File: config.mk
export PLATFORM = sky130hd
export DESIGN_NAME = bus_cc_core
export DESIGN_NICKNAME = d
export VERILOG_FILES = /design/src/rtl/bus_cc_pkg.sv /design/src/rtl/bus_src_mux.sv /design/src/rtl/bus_dst_regs.sv /design/src/rtl/bus_cc_flags.sv /design/src/rtl/bus_cc_decode.sv /design/src/rtl/bus_cc_core.sv
export SDC_FILE = /design/constraint.sdc
export NUM_CORES = 1
export LEC_CHECK = 0
export ABC_AREA = 1
export BUFFER_PORTS_ARGS = -buffer_cell sky130_fd_sc_hd__buf_2
export CORE_MARGIN = 3
export CORE_UTILIZATION = 42
export CTS_CLUSTER_DIAMETER = 60
export DETAILED_ROUTE_END_ITERATION = 16
export PLACE_DENSITY = 0.83
export SLEW_MARGIN = 0
export SYNTH_ARGS = -nofsm -noshare
export SYNTH_HDL_FRONTEND = slang
export SYNTH_SLANG_ARGS = --single-unit
File: constraint.sdc
create_clock -name clk_i -period 1.1 [get_ports clk_i]
set_input_delay 0.055 -clock clk_i [delete_from_list [all_inputs] [get_ports clk_i]]
set_output_delay 0.055 -clock clk_i [all_outputs]
set_load 0.02 [all_outputs]
File: src/rtl/bus_cc_pkg.sv
package bus_cc_pkg;
  localparam int unsigned BUS_W = 16;
  localparam int unsigned OPC_W = 4;

  typedef enum logic [OPC_W-1:0] {
    OPC_ADD = 4'b0001,
    OPC_AND = 4'b0101,
    OPC_NOT = 4'b1001,
    OPC_LD  = 4'b0010,
    OPC_LDI = 4'b1010,
    OPC_LDR = 4'b0110,
    OPC_LEA = 4'b1110
  } cc_opc_e;

  typedef struct packed {
    logic n;
    logic z;
    logic p;
  } cc_t;

  localparam cc_t CC_RESET = '{n: 1'b0, z: 1'b1, p: 1'b0};
endpackage

File: src/rtl/bus_src_mux.sv
module bus_src_mux #(
  parameter int unsigned W       = 16,
  parameter int unsigned NUM_SRC = 4
) (
  input  logic [NUM_SRC*W-1:0] src_i,
  input  logic [NUM_SRC-1:0]   gate_i,
  output logic [W-1:0]         bus_o,
  output logic                 multi_o
);
  logic [NUM_SRC-1:0][W-1:0] masked;

  // each gated source acts as one tri-state driver
  for (genvar s = 0; s < NUM_SRC; s++) begin : g_drv
    assign masked[s] = src_i[s*W +: W] & {W{gate_i[s]}};
  end

  always_comb begin
    logic seen;
    bus_o   = '0;
    multi_o = 1'b0;
    seen    = 1'b0;
    for (int s = 0; s < NUM_SRC; s++) begin
      bus_o = bus_o | masked[s];
      if (gate_i[s]) begin
        if (seen) multi_o = 1'b1;
        seen = 1'b1;
      end
    end
  end
endmodule

File: src/rtl/bus_dst_regs.sv
module bus_dst_regs #(
  parameter int unsigned W       = 16,
  parameter int unsigned NUM_DST = 2
) (
  input  logic                 clk_i,
  input  logic                 rst_ni,
  input  logic [W-1:0]         bus_i,
  input  logic [NUM_DST-1:0]   ld_i,
  output logic [NUM_DST*W-1:0] q_o
);
  for (genvar d = 0; d < NUM_DST; d++) begin : g_dst
    logic [W-1:0] q;
    always_ff @(posedge clk_i or negedge rst_ni) begin
      if (!rst_ni)    q <= '0;
      else if (ld_i[d]) q <= bus_i;
    end
    assign q_o[d*W +: W] = q;
  end
endmodule

File: src/rtl/bus_cc_flags.sv
module bus_cc_flags
  import bus_cc_pkg::*;
#(
  parameter int unsigned W = 16
) (
  input  logic         clk_i,
  input  logic         rst_ni,
  input  logic [W-1:0] bus_i,
  input  logic         ld_i,
  output cc_t          cc_o
);
  cc_t cc_d, cc_q;

  always_comb begin
    cc_d.n = bus_i[W-1];
    cc_d.z = (bus_i == '0);
    cc_d.p = ~bus_i[W-1] & (bus_i != '0);
  end

  always_ff @(posedge clk_i or negedge rst_ni) begin
    if (!rst_ni)   cc_q <= CC_RESET;
    else if (ld_i) cc_q <= cc_d;
  end

  assign cc_o = cc_q;
endmodule

File: src/rtl/bus_cc_decode.sv
module bus_cc_decode
  import bus_cc_pkg::*;
(
  input  logic [OPC_W-1:0] opcode_i,
  input  logic             wb_phase_i,
  output logic             hint_o
);
  logic sets_cc;

  always_comb begin
    case (opcode_i)
      OPC_ADD, OPC_AND, OPC_NOT, OPC_LD,
      OPC_LDI, OPC_LDR, OPC_LEA: sets_cc = 1'b1;
      default:                   sets_cc = 1'b0;
    endcase
  end

  assign hint_o = wb_phase_i & sets_cc;
endmodule

File: src/rtl/bus_cc_core.sv
module bus_cc_core
  import bus_cc_pkg::*;
#(
  parameter int unsigned W       = BUS_W,
  parameter int unsigned NUM_DST = 2
) (
  input  logic                 clk_i,
  input  logic                 rst_ni,
  input  logic [W-1:0]         pc_i,
  input  logic [W-1:0]         alu_i,
  input  logic [W-1:0]         mdr_i,
  input  logic [W-1:0]         addr_i,
  input  logic [3:0]           gate_i,
  input  logic [NUM_DST-1:0]   ld_dst_i,
  input  logic                 ld_cc_i,
  input  logic [OPC_W-1:0]     opcode_i,
  input  logic                 wb_phase_i,
  output logic [W-1:0]         bus_o,
  output logic                 multi_drive_o,
  output logic [NUM_DST*W-1:0] dst_q_o,
  output logic [2:0]           flags_o,
  output logic                 cc_load_hint_o
);
  localparam int unsigned NUM_SRC = 4;

  logic [NUM_SRC*W-1:0] src_flat;
  cc_t                  cc;

  // source index order matches gate_i bit order
  assign src_flat = {addr_i, mdr_i, alu_i, pc_i};

  bus_src_mux #(.W(W), .NUM_SRC(NUM_SRC)) u_mux (
    .src_i  (src_flat),
    .gate_i (gate_i),
    .bus_o  (bus_o),
    .multi_o(multi_drive_o)
  );

  bus_dst_regs #(.W(W), .NUM_DST(NUM_DST)) u_dst (
    .clk_i (clk_i),
    .rst_ni(rst_ni),
    .bus_i (bus_o),
    .ld_i  (ld_dst_i),
    .q_o   (dst_q_o)
  );

  bus_cc_flags #(.W(W)) u_cc (
    .clk_i (clk_i),
    .rst_ni(rst_ni),
    .bus_i (bus_o),
    .ld_i  (ld_cc_i),
    .cc_o  (cc)
  );

  bus_cc_decode u_dec (
    .opcode_i  (opcode_i),
    .wb_phase_i(wb_phase_i),
    .hint_o    (cc_load_hint_o)
  );

  assign flags_o = {cc.n, cc.z, cc.p};
endmodule

==> results.toml <==
[clock_tree]
htreeDepth = 2
clkSinkCount = 35
clk_latency_ps = 280
cts_made_buffers = 5
cts_tree = "yes"
clock_path_buffers = 2
root_buffer = "clkbuf_8"
clkTransAtPathRegs_ps = 70

[global_route]
gr-usage-met2_pct = 34.7
grt_max_degree = 36
grt_pass1_vias = 1988
antenna_found_initial = 0
gr-usage-met1_pct = 28.5
grt_pass1_wl_mm = 8.99
grt.overflow.total = 0
grtUsageTotal_pct = 21.5
met3_usage_pct = 4.24
gr-max-usage-layer = "met2"

[worst_setup_path]
rrSetupSlack_ps = 380
worstSetupEndpointType = "primary output"
critPathArrivalTime_ps = 990
critPathMaxFanout = 15
worst_ep_required_time_ps = 1040
r2r_cells = 2
critPathKind = "in -> out"
startpoint_type = "input pin"

[floorplanning]
die_h_um = 73.9
start_util_pct = 43.8
die_w_um = 73.9
die_area_sq_mm = 0.00546
ios = 131
row_count = 24
fp.coreArea_sq_mm = 0.00441

[finish]
synthToLayoutAreaGrowth_pct = 50.0
fin_cells = 483
nNetsFinal = 508
diodes = 0
final_layout_size_suffix_gt1_share_pct = 41.5

[power]
peakVddDrop_uv = 593
p_per_area_mw_per_mm2 = 1250
leakage_uw = 0.00167
fin_total_pwr_uw = 3640

[route]
viasPerCell = 4.61
dr.pass1.iters = 4
vias = 2227
drcViolationCount = 0
ant_nets = 0
routed_wl_mm = 5.80
drt-initial-drc-count = 103
routedWlPerCell_um = 12.0

[outcome]
status = "finished clean"

[worst_hold_path]
min_path_cells = 5
hold_class = "in -> reg"

[placed_design]
portBuffers = 130
dpl.hpwl_mm = 4.60
gp_congestion = 0.829
dp_slack_ps = -90.7
place_inst = 473

[timing]
skew_ps = 0
holdWs_ps = 229
tightest_slew_ps = 421
setup_tns_ps = 0
fin_crit_ps = 1050
max_slew_margin_pct = 71.9
fmax_mhz = 953
hold_violations = 0
slew_violations = 0
worst_slack_ps = 51.0
setup_violations = 0
post-route-period-util_pct = 95.4

[synth]
syn_nets = 355
yosysSeqAreaShare_pct = 45.3
synth_area_per_cell_sq_um = 6.99
synthesis.area_sq_mm = 0.00194
synth-seq-cells = 35
yosys.cell_types.count = 18
syn-instance-count = 277
synth_warnings = 0

[job]
maxCapViolations = 0
metal layers:
layer  wire, um  up-vias  share of wire (%)
met1       2520      977                 44
li1           -     1151                  -
met5          0        -                  0
met4         80        0                1.4
met2       2800       93                 48
met3        390        6                6.7
kinds of logic (layout without fill, tap and decap cells):
family	Yosys count	count (layout)	share of synthesized area, %
DFF	35	35	45.3
buffers and inverters	36	190	10.5
AOI/OAI and AO/OA	37	37	10.0
and+or+nand+nor	169	169	34.2
repair_timing:
item / CTS / global route
hold endpoints to repair: 35 / 0
setup endpoints to repair: 1 / 2
buffers inserted: 0 / 0
hold buffers: 2 / 0
resized for setup: 2 / 7
final cells by class:
| cell class | instances | area (sq um) |
|---|---|---|
| Clock buffer | 8 | 100 |
| Fill cell | 415 | 1510 |
| Inverter | 21 | 78.8 |
| Multi-Input combinational cell | 206 | 861 |
| Sequential cell | 35 | 877 |
| Tap cell | 52 | 65.1 |
| Timing Repair Buffer | 161 | 921 |
stage by stage:
step / util (%) / instance area [sq um]
floorplan: - / 1940
global placement: 62.5 / 2760
finish: 65.8 / 2900
detailed placement: 62.5 / 2760
CTS: 65.3 / 2880
global route: 65.8 / 2900
path summary, 6_finish.rpt:
kind                                                         end                            start
worst max-delay path                               multi_drive_o                        gate_i[0]
max in group asynchronous               u_cc.cc_o[1]$_DFFE_PN1P_                           rst_ni
worst max register to register          u_cc.cc_o[1]$_DFFE_PN1P_         u_cc.cc_o[1]$_DFFE_PN1P_
worst min-delay path            u_dst.g_dst[0].q[15]$_DFFE_PN0P_                      ld_dst_i[0]
worst min register to register   u_dst.g_dst[1].q[6]$_DFFE_PN0P_  u_dst.g_dst[1].q[6]$_DFFE_PN0P_
min in group asynchronous        u_dst.g_dst[1].q[9]$_DFFE_PN0P_                           rst_ni
synth_stat cells:
cell      number  area share [%]
a211o_1        1            0.45
nand2_2        1            0.32
or2_2          1            0.32
clkbuf_1       6             1.2
o21ai_0       32             8.3
a211oi_1       1            0.39
dfrtp_1       34              44
buf_4          1            0.39
buf_8          1            0.78
nor2_1        15             2.9
o21ai_1        1            0.26
nand2_1      143              28
a21oi_1        1            0.26
inv_1         21             4.1
dfstp_2        1             1.4
a22oi_1        1            0.39
nor2_2         9             2.9
buf_6          7             4.1
state kept, by name, indices dropped and copies added (netlist names):
name           flops
u_dst.g_dst.q     32
u_cc.cc_o          3
critical path, stage by stage:
cell	delay [ps]
buf_6	130
buf_4	140
or2_2	300
a22oi_2	160
inv_1	60
buf_4	150
placed cells by master (no fill, tap or decap), types with 2 or more instances in the layout:
master / instances
buf_2: 125
dlygate4sd3_1: 2
dfrtp_1: 34
nor2_1: 15
buf_6: 2
nor2_2: 9
clkbuf_8: 7
inv_1: 21
nand2_1: 143
o21ai_0: 32
buf_4: 30
power by group:
group          leakage, uW  internal (uW)  total [uW]  switching, uW
Sequential        0.000406           1430        1500           76.2
Clock            0.0000515            571         994            423
Combinational      0.00122            462        1140            678
Total              0.00167           2460        3640           1180
Note: power is estimated with default switching activity, not from simulation.
